$ cat src/rtl/gpio_altfn_pkg.sv
package gpio_altfn_pkg;
  localparam int unsigned WORD_W    = 32;
  localparam int unsigned OFS_SET   = 32'h00;
  localparam int unsigned OFS_CLR   = 32'h04;
  localparam int unsigned OFS_OUT   = 32'h08;
  localparam int unsigned OFS_IN    = 32'h0C;
  localparam int unsigned OFS_OE    = 32'h10;
  localparam int unsigned OFS_PEND  = 32'h14;
  localparam int unsigned OFS_ENA   = 32'h18;
  localparam int unsigned OFS_IDENT = 32'h1C;
  localparam int unsigned OFS_FSEL  = 32'h20;
  localparam int unsigned OFS_SENSE = 32'h28;

  // plain registers: base scaled by bank count, then one word per bank
  function automatic logic [31:0] bank_addr(int unsigned base, int unsigned banks,
                                            int unsigned bank);
    return 32'(base * banks + 4 * bank);
  endfunction

  // select words interleave select bit within bank
  function automatic logic [31:0] fsel_addr(int unsigned msb, int unsigned banks,
                                            int unsigned bank);
    return 32'(OFS_FSEL * banks + 4 * (msb + banks * bank));
  endfunction
endpackage

$ cat src/rtl/gpio_altfn_sync.sv
module gpio_altfn_sync #(
  parameter int unsigned WIDTH = 64
) (
  input  logic             clk_i,
  input  logic             rst_ni,
  input  logic [WIDTH-1:0] async_i,
  output logic [WIDTH-1:0] sync_o
);
  logic [WIDTH-1:0] meta_q, sync_q;

  always_ff @(posedge clk_i or negedge rst_ni) begin
    if (!rst_ni) begin
      meta_q <= '0;
      sync_q <= '0;
    end else begin
      meta_q <= async_i;
      sync_q <= meta_q;
    end
  end

  assign sync_o = sync_q;
endmodule

$ cat src/rtl/gpio_altfn_irq.sv
module gpio_altfn_irq #(
  parameter int unsigned WIDTH = 64
) (
  input  logic             clk_i,
  input  logic             rst_ni,
  input  logic [WIDTH-1:0] sync_i,
  input  logic [WIDTH-1:0] pin_mask_i,
  input  logic [WIDTH-1:0] clr_mask_i,
  input  logic [WIDTH-1:0] wr_val_i,
  input  logic [WIDTH-1:0] ena_wmask_i,
  input  logic [WIDTH-1:0] sense_wmask_i,
  output logic [WIDTH-1:0] pend_o,
  output logic [WIDTH-1:0] ena_o,
  output logic [WIDTH-1:0] sense_o,
  output logic [WIDTH-1:0] ident_o,
  output logic             irq_o
);
  logic [WIDTH-1:0] prev_q, pend_q, ena_q, sense_q;
  logic [WIDTH-1:0] edge_ev, level_ev, set_ev;
  logic             irq_q;

  // sense bit 0: any edge, 1: level-high (gated by enable)
  assign edge_ev  = (sync_i ^ prev_q) & ~sense_q;
  assign level_ev = sync_i & sense_q & ena_q;
  assign set_ev   = (edge_ev | level_ev) & pin_mask_i;

  always_ff @(posedge clk_i or negedge rst_ni) begin
    if (!rst_ni) begin
      prev_q  <= '0;
      pend_q  <= '0;
      ena_q   <= '0;
      sense_q <= '0;
      irq_q   <= 1'b0;
    end else begin
      prev_q  <= sync_i;
      pend_q  <= (pend_q & ~clr_mask_i) | set_ev;  // new event beats clear
      ena_q   <= ((ena_q & ~ena_wmask_i) | (wr_val_i & ena_wmask_i)) & pin_mask_i;
      sense_q <= ((sense_q & ~sense_wmask_i) | (wr_val_i & sense_wmask_i)) & pin_mask_i;
      irq_q   <= |(pend_q & ena_q);
    end
  end

  assign pend_o  = pend_q;
  assign ena_o   = ena_q;
  assign sense_o = sense_q;
  assign ident_o = pend_q & ena_q;
  assign irq_o   = irq_q;

  p_w1c_clears_r9: assert property (@(posedge clk_i) disable iff (!rst_ni)
    ((pend_q & $past(clr_mask_i & ~set_ev)) == '0));
  p_sticky_r9: assert property (@(posedge clk_i) disable iff (!rst_ni)
    ((~pend_q & $past(pend_q & ~clr_mask_i)) == '0));
  p_level_holds_r8: assert property (@(posedge clk_i) disable iff (!rst_ni)
    ((~pend_q & $past(sync_i & sense_q & ena_q & pin_mask_i)) == '0));
  p_irq_quiet_r10: assert property (@(posedge clk_i) disable iff (!rst_ni)
    (ident_o == '0) |=> !irq_o);
endmodule

$ cat src/rtl/gpio_altfn_ctrl.sv
module gpio_altfn_ctrl
  import gpio_altfn_pkg::*;
#(
  parameter int unsigned NUM_PINS = 64,
  parameter int unsigned ADDR_W   = 8
) (
  input  logic                  clk_i,
  input  logic                  rst_ni,
  input  logic                  we_i,
  input  logic [ADDR_W-1:0]     addr_i,
  input  logic [31:0]           wdata_i,
  output logic [31:0]           rdata_o,
  input  logic [NUM_PINS-1:0]   pin_i,
  output logic [NUM_PINS-1:0]   out_o,
  output logic [NUM_PINS-1:0]   oe_o,
  output logic [2*NUM_PINS-1:0] fsel_o,
  output logic                  irq_o
);
  localparam int unsigned NUM_BANKS = 1 + (NUM_PINS - 1) / WORD_W;
  localparam int unsigned PAD_W     = NUM_BANKS * WORD_W;

  logic [31:0]      addr_ext;
  logic [PAD_W-1:0] pin_mask, pins_pad, pins_sync, wdata_rep;
  logic [PAD_W-1:0] out_q, out_d, oe_q, oe_d, fs0_q, fs0_d, fs1_q, fs1_d;
  logic [PAD_W-1:0] clr_mask, ena_wmask, sense_wmask;
  logic [PAD_W-1:0] pend, ena, sense, ident;

  assign addr_ext  = 32'(addr_i);
  assign pins_pad  = PAD_W'(pin_i);
  assign wdata_rep = {NUM_BANKS{wdata_i}};

  for (genvar i = 0; i < PAD_W; i++) begin : g_mask
    assign pin_mask[i] = (i < NUM_PINS);
  end

  gpio_altfn_sync #(.WIDTH(PAD_W)) u_sync (
    .clk_i  (clk_i),
    .rst_ni (rst_ni),
    .async_i(pins_pad),
    .sync_o (pins_sync)
  );

  gpio_altfn_irq #(.WIDTH(PAD_W)) u_irq (
    .clk_i        (clk_i),
    .rst_ni       (rst_ni),
    .sync_i       (pins_sync),
    .pin_mask_i   (pin_mask),
    .clr_mask_i   (clr_mask),
    .wr_val_i     (wdata_rep),
    .ena_wmask_i  (ena_wmask),
    .sense_wmask_i(sense_wmask),
    .pend_o       (pend),
    .ena_o        (ena),
    .sense_o      (sense),
    .ident_o      (ident),
    .irq_o        (irq_o)
  );

  // write decode
  always_comb begin
    out_d       = out_q;
    oe_d        = oe_q;
    fs0_d       = fs0_q;
    fs1_d       = fs1_q;
    clr_mask    = '0;
    ena_wmask   = '0;
    sense_wmask = '0;
    if (we_i) begin
      for (int k = 0; k < NUM_BANKS; k++) begin
        if (addr_ext == bank_addr(OFS_SET, NUM_BANKS, k))
          out_d[k*WORD_W +: WORD_W] = out_q[k*WORD_W +: WORD_W] | wdata_i;
        if (addr_ext == bank_addr(OFS_CLR, NUM_BANKS, k))
          out_d[k*WORD_W +: WORD_W] = out_q[k*WORD_W +: WORD_W] & ~wdata_i;
        if (addr_ext == bank_addr(OFS_OE, NUM_BANKS, k))
          oe_d[k*WORD_W +: WORD_W] = wdata_i;
        if (addr_ext == bank_addr(OFS_PEND, NUM_BANKS, k))
          clr_mask[k*WORD_W +: WORD_W] = wdata_i;
        if (addr_ext == bank_addr(OFS_ENA, NUM_BANKS, k))
          ena_wmask[k*WORD_W +: WORD_W] = '1;
        if (addr_ext == bank_addr(OFS_SENSE, NUM_BANKS, k))
          sense_wmask[k*WORD_W +: WORD_W] = '1;
        if (addr_ext == fsel_addr(0, NUM_BANKS, k))
          fs0_d[k*WORD_W +: WORD_W] = wdata_i;
        if (addr_ext == fsel_addr(1, NUM_BANKS, k))
          fs1_d[k*WORD_W +: WORD_W] = wdata_i;
      end
    end
  end

  always_ff @(posedge clk_i or negedge rst_ni) begin
    if (!rst_ni) begin
      out_q <= '0;
      oe_q  <= '0;
      fs0_q <= '0;
      fs1_q <= '0;
    end else begin
      out_q <= out_d & pin_mask;
      oe_q  <= oe_d & pin_mask;
      fs0_q <= fs0_d & pin_mask;
      fs1_q <= fs1_d & pin_mask;
    end
  end

  // read mux; set, clear and holes read zero
  always_comb begin
    rdata_o = '0;
    for (int k = 0; k < NUM_BANKS; k++) begin
      if (addr_ext == bank_addr(OFS_OUT, NUM_BANKS, k))   rdata_o = out_q[k*WORD_W +: WORD_W];
      if (addr_ext == bank_addr(OFS_IN, NUM_BANKS, k))    rdata_o = pins_sync[k*WORD_W +: WORD_W];
      if (addr_ext == bank_addr(OFS_OE, NUM_BANKS, k))    rdata_o = oe_q[k*WORD_W +: WORD_W];
      if (addr_ext == bank_addr(OFS_PEND, NUM_BANKS, k))  rdata_o = pend[k*WORD_W +: WORD_W];
      if (addr_ext == bank_addr(OFS_ENA, NUM_BANKS, k))   rdata_o = ena[k*WORD_W +: WORD_W];
      if (addr_ext == bank_addr(OFS_IDENT, NUM_BANKS, k)) rdata_o = ident[k*WORD_W +: WORD_W];
      if (addr_ext == bank_addr(OFS_SENSE, NUM_BANKS, k)) rdata_o = sense[k*WORD_W +: WORD_W];
      if (addr_ext == fsel_addr(0, NUM_BANKS, k))         rdata_o = fs0_q[k*WORD_W +: WORD_W];
      if (addr_ext == fsel_addr(1, NUM_BANKS, k))         rdata_o = fs1_q[k*WORD_W +: WORD_W];
    end
  end

  assign out_o = out_q[NUM_PINS-1:0];
  assign oe_o  = oe_q[NUM_PINS-1:0];

  for (genvar p = 0; p < NUM_PINS; p++) begin : g_fsel
    assign fsel_o[2*p +: 2] = {fs1_q[p], fs0_q[p]};
  end

  p_set_bits_on_r2: assert property (@(posedge clk_i) disable iff (!rst_ni)
    (we_i && addr_ext == bank_addr(OFS_SET, NUM_BANKS, 0))
      |=> ((out_q[WORD_W-1:0] & $past(wdata_i)) == $past(wdata_i)));
  p_clr_bits_off_r3: assert property (@(posedge clk_i) disable iff (!rst_ni)
    (we_i && addr_ext == bank_addr(OFS_CLR, NUM_BANKS, 0))
      |=> ((out_q[WORD_W-1:0] & $past(wdata_i)) == '0));
  p_fsel_hold_r5: assert property (@(posedge clk_i) disable iff (!rst_ni)
    !we_i |=> $stable(fsel_o));
  p_out_hold_r12: assert property (@(posedge clk_i) disable iff (!rst_ni)
    !we_i |=> $stable(out_o));
endmodule

$ cat config.mk
export PLATFORM = sky130hd
export DESIGN_NAME = gpio_altfn_ctrl
export DESIGN_NICKNAME = d
export VERILOG_FILES = /design/src/rtl/gpio_altfn_pkg.sv /design/src/rtl/gpio_altfn_sync.sv /design/src/rtl/gpio_altfn_irq.sv /design/src/rtl/gpio_altfn_ctrl.sv
export SDC_FILE = /design/constraint.sdc
export NUM_CORES = 1
export LEC_CHECK = 0
export BUFFER_PORTS_ARGS = -buffer_cell sky130_fd_sc_hd__buf_2
export CAP_MARGIN = 20
export CORE_AREA = 2 2 326 231
export CTS_CLUSTER_SIZE = 14
export DETAILED_ROUTE_END_ITERATION = 8
export DIE_AREA = 0 0 328 233
export PLACE_DENSITY = 0.68
export SLEW_MARGIN = 20
export SYNTH_ARGS = -nofsm -noshare
export SYNTH_HDL_FRONTEND = slang
export SYNTH_SLANG_ARGS = --single-unit
$ cat constraint.sdc
create_clock -name clk_i -period 1.6 [get_ports clk_i]
set_input_delay 0 -clock clk_i [delete_from_list [all_inputs] [get_ports clk_i]]
set_output_delay 0 -clock clk_i [all_outputs]
set_load 0.01 [all_outputs]
==> impl_metrics.toml <==
[sta]
worst_pin_slew_ps = 586
fin_skew_ps = 25.2
rsz0062_at_grt = "true"
setup_tns_ps = -17470
timing.final.ws_setup_ps = -724
finalCritPeriodShare_pct = 145
timing.final.crit_period_ps = 2320
setup_viol = 33
fmax_mhz = 430
maxSlewHeadroom_pct = 60.7
hold_viol_final = 0
drv_slew = 0

[synthesis]
synth_compound_area_share_pct = 17.2
yosys.area_share.simple_pct = 11.6
synthArstFlopShare_pct = 100
synth_edf_count = 0
synth_fa_ha_area_share_pct = 0
synth_top_family_by_area = "compound AO/OA/AOI/OAI gates"
ys_seq_elements = 641
ys_types = 76
yosysSeqAreaShare_pct = 55.2
netlist_area_mm2 = 0.0291
synthCells = 2643
yosys_warnings = 0
synth_nets = 2750
synth-main-ff-cell = "dfrtp_1"
synth-xor-area-share_pct = 0.0301
synth_area_per_cell_um2 = 11.0
synth_mux_area_share_pct = 13.0

[grt]
grt_pass1_vias = 27200
grt_usage_pct = 35.2
grt_max_degree = 79
grt_pass1_wl_um = 194000
antenna_found_initial = 7
grt_remaining_overflow = 0

[clock_network]
cts.sinks = 641
clock_latency_ps = 620
cts_buffers = 66
htree_levels = 3
cts-root-buf = "clkbuf_16"
clockBufferDepth = 3
clk_pin_slew_ps = 60
cts_tree = "yes"

[critical_path]
cp_slowest_cell = "dfrtp_1"
crit_required_ps = 1600
crit_arrival_ps = 2320
path_cells = "or2_4, o221ai_2, o22ai_1, a2111oi_0, a21oi_1, a211o_1, buf_2"
worstSetupPathType = "register to primary output"
end_kind = "primary output"
reg2regPathDepth = 8
critPathTopFamily = "compound AO/OA/AOI/OAI gates"
cp-start-kind = "register"
slowest_delay_ps = 410
cp_num_cells = 7
crit_fanout = 2
rr_endpoint = "u_irq.irq_o"
reg2reg_slack_ps = -370
reg2reg_from = "u_irq.pend_o[0]"
crit_buf_inv = 1

[die]
fp.dieW_um = 328
ios = 396
fp.coreArea_mm2 = 0.0730
rows = 83
fp.dieArea_mm2 = 0.0764
initial_core_util_pct = 39.8
die_h_um = 233

[detailed_routing]
firstDrtPassIters = 9
drtIter0Drc = 3425
vias_per_cell = 6.11
drtAntennaViolNets = 0
wl_per_cell_um = 29.4
routed-wl-met3_um = 17200
dr_total_vias = 28500
drc = 0
drt-met1-wl_um = 55500
routed_wl_um = 137000
highest_layer = "met5"
wl_met2_um = 58800

[run]
maxCapViolations = 0

[outcome]
violations = "negative setup slack"
outcome = "finished with violations"

[power]
power_w = 0.0390
power.leakage_nw = 19.3
power_density_mw_per_mm2 = 935
peakVddDrop_mv = 0.806

[cells_and_area]
num-nets-final = 3746
mostFrequentLayoutCells = "616 x dfrtp_1, 515 x buf_4, 381 x buf_2, 336 x nand2_1, 314 x mux2_2"
final_common_cell = "dfrtp_1"
area_delta_synth_final_pct = 43.5
drive_gt1_share_pct = 44.9

[placement]
port_buffers = 395
gp_congestion = 1.01
post-dp-hpwl_um = 99600

[worst_hold_path]
min_from = "pin_i[17]"
min_to = "u_sync.meta_q[17]"
hp-class = "primary input to register"
hold-path-cell-count = 2
-- layer usage --
| metal | GRT usage [%] | vias to the layer above |
|---|---|---|
| met4 | 12.7 | 6 |
| li1 | - | 11800 |
| met3 | 10.5 | 350 |
| met2 | 51.8 | 1988 |
| met1 | 49.0 | 14400 |
| met5 | 0 | - |
-- how the worst max path moves through the flow --
stage,endpoint,from
finish,rdata_o[1],oe_o[1]
global route,rdata_o[24],u_sync.sync_o[24]
CTS,rdata_o[9],oe_o[9]
detailed placement,rdata_o[10],addr_i[5]
global placement,rdata_o[4],addr_i[5]
floorplan,fs0_q[33],addr_i[7]
-- power by group --
part | internal, W | switching [W] | total, W
Sequential | 0.0169 | 0.000765 | 0.0177
Clock | 0.00991 | 0.00675 | 0.0167
Combinational | 0.00206 | 0.00258 | 0.00463
Total | 0.0289 | 0.0101 | 0.0390
-- worst reg2reg max path, stage by stage (launching register included) --
cell and delay (ps):
dfrtp_2 430, buf_6 120, buf_6 120, a22o_1 210, a221oi_2 160, buf_4 170
nand4_1 260, nor3_2 210, nand3_2 140
-- synth_stat cells, drive strengths merged (11+ instances only) --
library cell / count / area [µm²]
mux2i: 18 / 180
a31oi: 17 / 106
nor3b: 54 / 410
a221o: 58 / 581
nor3: 24 / 120
a21o: 20 / 150
nand2: 354 / 1330
mux2: 320 / 3600
a221oi: 17 / 149
o211ai: 32 / 240
o221ai: 19 / 166
nor2b: 14 / 87.6
a22o: 12 / 105
a21oi: 125 / 626
nand4: 11 / 68.8
dfrtp: 641 / 16000
clkbuf: 100 / 378
nor2: 96 / 378
o21ai: 243 / 1220
nand3: 57 / 285
a22oi: 49 / 368
a32oi: 12 / 105
buf: 94 / 459
nand2b: 38 / 238
a2111oi: 11 / 96.3
o22ai: 55 / 344
-- layout make-up --
class                           instances  area (µm²)
Antenna cell                            1        2.50
Clock buffer                           89        1920
Clock inverter                         25         388
Fill cell                            6099       31300
Inverter                                9        33.8
Multi-Input combinational cell       1799       13300
Sequential cell                       641       16100
Tap cell                              977        1220
Timing Repair Buffer                 1122        8760
-- kinds of logic after synthesis --
group           count (synthesis)
simple gates                  702
flops                         641
mux                           338
xor+xnor                        1
buf+inv                       203
compound gates                758
-- metrics by stage --
stage	hold WS, ps	cells	worst slack (ps)	area [µm²]	utilization (%)
global placement	-73.5	4362	-792	36400	49.9
floorplan	-296	2643	-48.4	29300	-
finish	16.6	4663	-724	41700	57.1
global route	13.0	4662	-762	41700	57.1
CTS	0.269	4634	-748	41100	56.2
detailed placement	-73.8	4362	-720	36400	49.9
-- what timing repair did --
item | 4_1_cts | 5_1_grt
gates resized for setup | 224 | 93
gates cloned | 1 | 1
pin swaps | 103 | 67
endpoints found under the hold margin | 1153 | 0
hold buffers | 116 | 0
setup buffers | 47 | 28
endpoints found under the setup margin | 33 | 33
No activity file was read; power rests on OpenSTA's default activity.
